==> src/rtl/gci_pkg.sv <==
package gci_pkg;

    typedef enum logic {
        CH_FIRST  = 1'b0,
        CH_SECOND = 1'b1
    } chan_e;

endpackage

==> src/rtl/gci_sync.sv <==
module gci_sync #(
    parameter int   STAGES  = 2,
    parameter logic RST_VAL = 1'b1
) (
    input  logic clk,
    input  logic rst_n,
    input  logic din,
    output logic dout
);

    logic [STAGES-1:0] sh_d;
    logic [STAGES-1:0] sh_q;

    for (genvar i = 0; i < STAGES; i++) begin : g_stage
        if (i == 0) begin : g_head
            assign sh_d[i] = din;
        end else begin : g_tail
            assign sh_d[i] = sh_q[i-1];
        end
    end

    always_ff @(posedge clk or negedge rst_n) begin
        if (!rst_n) begin
            sh_q <= {STAGES{RST_VAL}};
        end else begin
            sh_q <= sh_d;
        end
    end

    assign dout = sh_q[STAGES-1];

endmodule

==> src/rtl/gci_frame_timer.sv <==
module gci_frame_timer #(
    parameter int CNT_W = 8
) (
    input  logic             clk,
    input  logic             rst_n,
    input  logic             fsync,
    output logic             frame_start,
    output logic [CNT_W-1:0] cnt_next
);

    localparam logic [CNT_W-1:0] CNT_MAX = {CNT_W{1'b1}};

    typedef struct packed {
        logic             fs_prev;
        logic [CNT_W-1:0] cnt;
    } tmr_t;

    tmr_t st_d;
    tmr_t st_q;

    always_comb begin
        st_d         = st_q;
        st_d.fs_prev = fsync;
        frame_start  = fsync && !st_q.fs_prev;
        if (frame_start) begin
            st_d.cnt = '0;
        end else if (st_q.cnt != CNT_MAX) begin
            st_d.cnt = st_q.cnt + 1'b1;
        end
    end

    always_ff @(posedge clk or negedge rst_n) begin
        if (!rst_n) begin
            st_q.fs_prev <= 1'b1;
            st_q.cnt     <= CNT_MAX;
        end else begin
            st_q <= st_d;
        end
    end

    assign cnt_next = st_d.cnt;

endmodule

==> src/rtl/gci_mode_detect.sv <==
module gci_mode_detect #(
    parameter int LOW_FRAMES = 2
) (
    input  logic clk,
    input  logic rst_n,
    input  logic mon_s,
    input  logic frame_start,
    output logic mode_next,
    output logic mode
);

    localparam int CW = $clog2(LOW_FRAMES + 1);
    localparam logic [CW-1:0] LIMIT = CW'(LOW_FRAMES);

    typedef struct packed {
        logic [CW-1:0] edges;
        logic          active;
    } det_t;

    det_t st_d;
    det_t st_q;

    always_comb begin
        st_d = st_q;
        if (mon_s) begin
            st_d.edges  = '0;
            st_d.active = 1'b0;
        end else if (frame_start) begin
            if (st_q.edges == LIMIT) begin
                st_d.active = 1'b1;
            end else begin
                st_d.edges = st_q.edges + 1'b1;
            end
        end
    end

    always_ff @(posedge clk or negedge rst_n) begin
        if (!rst_n) begin
            st_q <= '0;
        end else begin
            st_q <= st_d;
        end
    end

    assign mode_next = st_d.active;
    assign mode      = st_q.active;

endmodule

==> src/rtl/gci_bchan_path.sv <==
module gci_bchan_path
    import gci_pkg::*;
#(
    parameter int BITS         = 8,
    parameter int CLKS_PER_BIT = 2,
    parameter int CNT_W        = 8
) (
    input  logic             clk,
    input  logic             rst_n,
    input  logic             frame_start,
    input  logic [CNT_W-1:0] cnt_next,
    input  logic             mode_next,
    input  logic             chan_sel,
    input  logic [BITS-1:0]  tx_byte,
    input  logic             rx_in,
    output logic             tx_out,
    output logic             tx_en,
    output logic [BITS-1:0]  rx_byte,
    output logic             rx_valid
);

    localparam int SLOT_CLKS = BITS * CLKS_PER_BIT;
    localparam int BIT_W     = $clog2(BITS);
    localparam int SAMPLE_PH = CLKS_PER_BIT / 2;
    localparam logic [CNT_W-1:0] SLOT_LEN = CNT_W'(SLOT_CLKS);
    localparam logic [BIT_W-1:0] LAST_BIT = BIT_W'(BITS - 1);

    typedef struct packed {
        chan_e           sel;
        logic [BITS-1:0] word;
        logic [BITS-1:0] shreg;
        logic            tx_out;
        logic            tx_en;
        logic [BITS-1:0] rx_byte;
        logic            rx_valid;
    } path_t;

    path_t st_d;
    path_t st_q;

    logic [CNT_W-1:0] base;
    logic [CNT_W-1:0] off;
    logic [BIT_W-1:0] bitk;
    logic             in_slot;
    logic             sample;

    always_comb begin
        st_d          = st_q;
        st_d.rx_valid = 1'b0;

        if (frame_start) begin
            st_d.sel  = chan_e'(chan_sel);
            st_d.word = tx_byte;
        end

        base    = (st_d.sel == CH_SECOND) ? SLOT_LEN : '0;
        off     = cnt_next - base;
        in_slot = mode_next && (cnt_next >= base) && (off < SLOT_LEN);
        bitk    = BIT_W'(off / CNT_W'(CLKS_PER_BIT));
        sample  = (off % CNT_W'(CLKS_PER_BIT)) == CNT_W'(SAMPLE_PH);

        st_d.tx_en  = in_slot;
        st_d.tx_out = in_slot ? st_d.word[LAST_BIT - bitk] : 1'b0;

        if (in_slot && sample) begin
            st_d.shreg = {st_q.shreg[BITS-2:0], rx_in};
            if (bitk == LAST_BIT) begin
                st_d.rx_byte  = st_d.shreg;
                st_d.rx_valid = 1'b1;
            end
        end
    end

    always_ff @(posedge clk or negedge rst_n) begin
        if (!rst_n) begin
            st_q <= '0;
        end else begin
            st_q <= st_d;
        end
    end

    assign tx_out   = st_q.tx_out;
    assign tx_en    = st_q.tx_en;
    assign rx_byte  = st_q.rx_byte;
    assign rx_valid = st_q.rx_valid;

endmodule

==> src/rtl/gci_bchan_if.sv <==
module gci_bchan_if #(
    parameter int BITS         = 8,
    parameter int CLKS_PER_BIT = 2,
    parameter int CNT_W        = 8,
    parameter int LOW_FRAMES   = 2,
    parameter int SYNC_STAGES  = 2
) (
    input  logic            clk,
    input  logic            rst_n,
    input  logic            fsync,
    input  logic            chan_sel,
    input  logic            mon_clk,
    input  logic [BITS-1:0] tx_byte,
    input  logic            rx_in,
    output logic            tx_out,
    output logic            tx_en,
    output logic [BITS-1:0] rx_byte,
    output logic            rx_valid,
    output logic            gci_mode
);

    logic             mon_s;
    logic             frame_start;
    logic [CNT_W-1:0] cnt_next;
    logic             mode_next;

    gci_sync #(
        .STAGES  (SYNC_STAGES),
        .RST_VAL (1'b1)
    ) u_sync (
        .clk   (clk),
        .rst_n (rst_n),
        .din   (mon_clk),
        .dout  (mon_s)
    );

    gci_frame_timer #(
        .CNT_W (CNT_W)
    ) u_timer (
        .clk         (clk),
        .rst_n       (rst_n),
        .fsync       (fsync),
        .frame_start (frame_start),
        .cnt_next    (cnt_next)
    );

    gci_mode_detect #(
        .LOW_FRAMES (LOW_FRAMES)
    ) u_mode (
        .clk         (clk),
        .rst_n       (rst_n),
        .mon_s       (mon_s),
        .frame_start (frame_start),
        .mode_next   (mode_next),
        .mode        (gci_mode)
    );

    gci_bchan_path #(
        .BITS         (BITS),
        .CLKS_PER_BIT (CLKS_PER_BIT),
        .CNT_W        (CNT_W)
    ) u_path (
        .clk         (clk),
        .rst_n       (rst_n),
        .frame_start (frame_start),
        .cnt_next    (cnt_next),
        .mode_next   (mode_next),
        .chan_sel    (chan_sel),
        .tx_byte     (tx_byte),
        .rx_in       (rx_in),
        .tx_out      (tx_out),
        .tx_en       (tx_en),
        .rx_byte     (rx_byte),
        .rx_valid    (rx_valid)
    );

endmodule

==> config.mk <==
export PLATFORM = sky130hd
export DESIGN_NAME = gci_bchan_if
export DESIGN_NICKNAME = d
export VERILOG_FILES = /design/src/rtl/gci_pkg.sv /design/src/rtl/gci_sync.sv /design/src/rtl/gci_frame_timer.sv /design/src/rtl/gci_mode_detect.sv /design/src/rtl/gci_bchan_path.sv /design/src/rtl/gci_bchan_if.sv
export SDC_FILE = /design/constraint.sdc
export NUM_CORES = 1
export LEC_CHECK = 0
export BUFFER_PORTS_ARGS = -buffer_cell sky130_fd_sc_hd__buf_2
export CELL_PAD_IN_SITES_DETAIL_PLACEMENT = 1
export CELL_PAD_IN_SITES_GLOBAL_PLACEMENT = 1
export CORE_AREA = 2 2 82 61
export DETAILED_ROUTE_END_ITERATION = 10
export DIE_AREA = 0 0 84 63
export PLACE_DENSITY_LB_ADDON = 0.05
export SYNTH_ARGS = -nofsm -noshare
export SYNTH_HDL_FRONTEND = slang
export SYNTH_SLANG_ARGS = --single-unit
==> constraint.sdc <==
create_clock -name clk -period 3.1 [get_ports clk]
set_input_delay 0.31 -clock clk [delete_from_list [all_inputs] [get_ports clk]]
set_output_delay 0.31 -clock clk [all_outputs]
set_load 0.01 [all_outputs]
# After elaboration in Yosys (flattened, before gate mapping)
# Cells that the tools add are included.
# totals
ff_bits	41
in_bits	14
output_inout_bits	12
word_cells	44
# classes
addsub	4
order_cmp	3
eq_ne	4
mux	13
reduce_logical	8
# op_table
op	n
two-way mux 8 bit	2
two-way mux 9 bit	1
adder 8 x 1 -> 8 bit (second input constant)	1
greater-or-equal comparator 8 bit	1
less-than comparator 8 x 5 -> 1 bit (second input constant)	1
!= test 8 bit (second input constant)	1
subtractor 8 bit	1
two-way mux 3 bit	2
two-way mux 1 bit	5
two-way mux 5 bit	1
logical AND 1 bit	4
less-than comparator 3 x 4 -> 1 bit (second input constant)	1
AND reduction 2 bit	2
binary-select mux 1 bit (select 3 bit)	1
equality test 3 bit (second input constant)	1
subtractor 3 bit (first input constant)	1
adder 2 x 1 -> 2 bit (second input constant)	1
equality test 2 bit (second input constant)	1
two-way mux 2 bit	1
!= test 2 bit (second input constant)	1
nonzero test 2 bit	1
zero test 1 bit	1

# Longest topological paths before layout
# depth
ltp_word	9
ltp_mapped	12

# By module
# Synthesis repeated with hierarchy kept, for this count alone.
# unflattened
hier_cells	147
area_unflattened_um2	1951.9
# modules_own_cells
module	n_inst	cells_each	area_each_um2	seq_area_each_um2
gci_bchan_path	1	84	1256.2	675.6
gci_frame_timer	1	47	479.2	236.5
gci_mode_detect	1	14	163.9	75.1
gci_sync	1	2	52.6	52.6

# Least setup slack after synthesis
# OpenSTA, ideal clock, no wires.
# synth_path
kind	register to register
start	register u_timer.st_q[8] (netlist bit)
end	register u_path.st_q, in the netlist u_path.rx_byte[0]
setup_ns	0.125
arrival_ns	2.698
t_required_ns	2.975
slack_ns	0.277
stages_incl_launch_ff	11
period_less_slack_ns	2.823
path_cell_list	dfstp_2 nand2b_1 clkbuf_1 clkbuf_1 nand2b_1 ha_1 nor2b_1 o311a_1 nand4_2 nor3_4 mux2_2
# synth_between
elab_chain_len	9
elab_cells_between_ends	15
# synth_lines
item	line	source
from (decl)	gci_frame_timer.sv:19	tmr_t st_q;
from (signal assigned)	gci_frame_timer.sv:37	st_q <= st_d;
zero test 1 bit (*)	gci_frame_timer.sv:24	frame_start = fsync && !st_q.fs_prev;
logical AND 1 bit (*)	gci_frame_timer.sv:24	
two-way mux 9 bit	gci_bchan_path.sv:51	if (frame_start) begin
two-way mux 5 bit	gci_bchan_path.sv:56	base = (st_d.sel == CH_SECOND) ? SLOT_LEN : '0;
subtractor 8 bit or greater-or-equal comparator 8 bit (tied branches)	gci_bchan_path.sv:57, gci_bchan_path.sv:58	
less-than comparator 8 x 5 -> 1 bit or logical AND 1 bit (tied branches)	gci_bchan_path.sv:58	in_slot = mode_next && (cnt_next >= base) && (off < SLOT_LEN);
logical AND 1 bit	gci_bchan_path.sv:58	
logical AND 1 bit	gci_bchan_path.sv:65	if (in_slot && sample) begin
AND reduction 2 bit (no source line) (*)	-	
to (signal assigned)	gci_bchan_path.sv:78	st_q <= st_d;
to (decl)	gci_bchan_path.sv:39	path_t st_q;
# Mark *: on every way between the ends. The rest lies on a longest branch, timed or not. The select of a mux whose other input is x is not followed.
# A chain may end at the register's enable or synchronous reset.

# Worst setup path after layout
# layout_path
start	register u_timer.st_q[1] (netlist bit)
end	register u_path.st_q, in the netlist u_path.rx_byte[3]
# layout_between
elab_chain_len	8
elab_cells_between_ends	12
# layout_lines
item	line	source
adder 8 x 1 -> 8 bit or != test 8 bit (tied branches)	gci_frame_timer.sv:28, gci_frame_timer.sv:27	
two-way mux 8 bit (*)	gci_frame_timer.sv:27	end else if (st_q.cnt != CNT_MAX) begin
two-way mux 8 bit (*)	gci_frame_timer.sv:25	if (frame_start) begin
subtractor 8 bit or greater-or-equal comparator 8 bit (tied branches)	gci_bchan_path.sv:57, gci_bchan_path.sv:58	
less-than comparator 8 x 5 -> 1 bit or logical AND 1 bit (tied branches)	gci_bchan_path.sv:58	
logical AND 1 bit	gci_bchan_path.sv:58	
logical AND 1 bit	gci_bchan_path.sv:65	
AND reduction 2 bit (no source line) (*)	-	
# Mark *: on every way between the ends. The rest lies on a longest branch, timed or not.

==> results.json <==
{
  "cp_slowest_cell": "dfstp_2",
  "cts_setup_buffers": 0,
  "power.density_nw_per_um2": 556,
  "dr.pass1.iters": 4,
  "max_stage_delay_ns": 0.59,
  "reg2regPathDepth": 10,
  "dp.cells": 245,
  "critical_path_class": "register to register",
  "synth_cell_types": 39,
  "status": "finished, final reports clean",
  "synth-seq-area-share_pct": 54.4,
  "synth-seq-cells": 41,
  "viasPerCell": 5.30,
  "worstPathRequired_ns": 3.28,
  "crit_chain": "ha_1 -> and3_1 -> o21ai_0 -> nand2b_1 -> ha_1 -> nor2b_1 -> o311a_1 -> nand4_2 -> nor3_4 -> mux2_2",
  "maxCapViolations": 0,
  "setup_viol": 0,
  "rrSetupSlack_ns": 0.23,
  "tightestPinTransition_ns": 0.887,
  "netlist_area_um2": 1910,
  "dieArea_um2": 5290,
  "grt_start_max_net_pins": 42,
  "setup_ws_ns": 0.234,
  "place_congestion": 0.853,
  "core_um2": 4550,
  "cp-start-kind": "register",
  "hold_start": "mon_clk",
  "clk_pin_slew_ns": 0.08,
  "clk_latency_ns": 0.29,
  "synthFlopType": "dfrtp_1",
  "max_freq_ghz": 0.349,
  "stdcell_area_um2": 2140,
  "wl_um": 3800,
  "root_buffer": "clkbuf_8",
  "post-dp-hpwl_um": 2770,
  "syn_avg_cell_area_um2": 11.1,
  "fin_cells": 253,
  "areaGrowthSynthToFinish_pct": 11.8,
  "yosysWarningCount": 0,
  "p_leak_nw": 1.09,
  "antenna_found_initial": 0,
  "grt_first_pass_wirelength_um": 6920,
  "synth_fp_nets": 189,
  "slew_headroom_pct": 40.9,
  "numCtsBuffers": 5,
  "hold_path_class": "input pin to register",
  "rows": 21,
  "crit_buf_inv": 0,
  "clock_path_buffers": 2,
  "timing.final.crit_share_pct": 92.5,
  "first_iter_violations": 72,
  "cts_sinks": 41,
  "utilization_pct": 47.0,
  "hold_ws_ns": 0.106,
  "dp_slack_ns": 0.187,
  "drc_errors": 0,
  "placed_area_um2": 2050,
  "skew_ns": 0.00701,
  "rsz0062_at_grt": "false",
  "synth_cells": 172,
  "drv_slew": 0,
  "min_period_ns": 2.87,
  "critPathArrivalTime_ns": 3.04,
  "total_power_mw": 1.19,
  "synth_edf_count": 0,
  "die_w_um": 84,
  "cp_top_family": "simple AND/OR/NAND/NOR gates",
  "drive_above_1_share_pct": 36.2,
  "r2r_start": "u_timer.st_q[1]$_DFF_PN1_",
  "grt_overflow": 0,
  "fillers": 498,
  "peakVddDrop_v": 0.000286,
  "grt_usage_pct": 16.4,
  "grt_use_met2_pct": 24.5,
  "cp_common_cell": "ha_1",
  "grt_pass1_vias": 1408,
  "end_kind": "register",
  "avgRoutedWirePerCell_um": 15.0,
  "start_util_pct": 42.0,
  "hold_viol": 0,
  "met1_usage_pct": 23.7,
  "vias": 1341,
  "portBuffers": 25,
  "ys_async_sr_fraction_pct": 100,
  "diodes": 0,
  "nets": 212,
  "hold_end": "u_sync.sh_q[0]$_DFF_PN1_",
  "die_height_um": 63,
  "min_path_cells": 1,
  "tns_ns": 0,
  "htree_num_levels": 2,
  "io_pins": 26,
  "crit_fanout": 9,
  "grt_most_used_layer": "met2",
  "grt_use_met3_pct": 4.23,
  "cts_tree": "done",
  "worstSetupStartpoint": "u_timer.st_q[1]$_DFF_PN1_",
  "worstReg2RegEnd": "u_path.rx_byte[3]$_DFFE_PN0P_",
  "ant_nets": 0
}
flip-flops by register name (all words and copies together) (netlist names):
signal,count
u_path.tx_out,1
u_timer.st_q,9
u_mode.mode,1
u_path.rx_valid,1
u_path.st_q,16
u_path.rx_byte,8
u_mode.st_q,2
u_path.tx_en,1
u_sync.sh_q,2
power by group:
group          total, mW  switching (mW)  internal (mW)
clock network      0.344           0.189          0.155
registers          0.638          0.0488          0.589
logic              0.206           0.118         0.0889
cell usage in the layout, fill, tap and decap left out, drive strengths merged, types with 4 or more instances in the layout:
master | Yosys | routed
a31oi | 4 | 4
buf | 10 | 29
clkbuf | 3 | 5
dfrtp | 30 | 30
dfstp | 11 | 11
inv | 6 | 6
mux2 | 17 | 17
mux2i | 4 | 4
nand2 | 33 | 33
nand3 | 4 | 4
nand4 | 4 | 4
nor2 | 4 | 4
nor3 | 4 | 4
o21ai | 8 | 8
layer usage:
layer | share of wire, % | up-vias
met5 | 0 | -
met4 | 1.4 | 0
met3 | 4.2 | 7
met2 | 43 | 30
met1 | 51 | 666
li1 | - | 638
synthesized netlist by cell type (all sizes together), types with 4 or more instances:
cell   count  share of area, %
nand2     33               6.5
dfrtp     30                39
mux2      17                10
dfstp     11                15
buf       10               4.0
o21ai      8               2.1
inv        6               1.2
a31oi      4               1.3
mux2i      4               2.1
nand3      4               1.0
nand4      4               1.6
nor2       4              0.92
nor3       4               1.9
kinds of logic after synthesis:
family,count (synthesis),synth area share (%)
and+or+nand+nor,65,17.9
DFF,41,54.4
AOI/OAI and AO/OA,21,6.94
muxes,21,12.1
buffers and inverters,19,5.76
adders and majority gates,3,1.96
xor gates and xnor gates,2,0.917
area by class of cell:
class                      count  area (um^2)  area share (%)
clock buffer                   5         68.8            3.22
clock inverter                 3         17.5           0.820
inverter                       6         22.5            1.05
multi-input combinational    112          761            35.6
sequential                    41         1040            48.7
tap                           57         71.3            3.34
timing repair buffer          29          155            7.26
repair_timing:
item	CTS	global route
hold buffers	0	0
gates resized for setup	0	0
endpoints found under the setup margin	0	8
how the worst max path moves through the flow:
stage,endpoint,slack (ns),cells past startpoint
global route,u_path.rx_byte[4]$_DFFE_PN0P_,0.01,10
finish,u_path.rx_byte[3]$_DFFE_PN0P_,0.23,10
CTS,u_path.rx_byte[7]$_DFFE_PN0P_,0.17,10
global placement,u_path.rx_byte[1]$_DFFE_PN0P_,0.28,10
floorplan,u_path.rx_byte[0]$_DFFE_PN0P_,0.28,10
detailed placement,u_path.rx_byte[7]$_DFFE_PN0P_,0.19,10
worst reg2reg max path, stage by stage, from the launching register on:
cell      delay [ns]
dfstp_2         0.59
ha_1            0.17
and3_1          0.19
o21ai_0         0.08
nand2b_1        0.16
ha_1            0.27
nor2b_1         0.12
o311a_1         0.17
nand4_2         0.18
nor3_4          0.42
mux2_2          0.39
No activity file was read; power rests on OpenSTA's default activity.
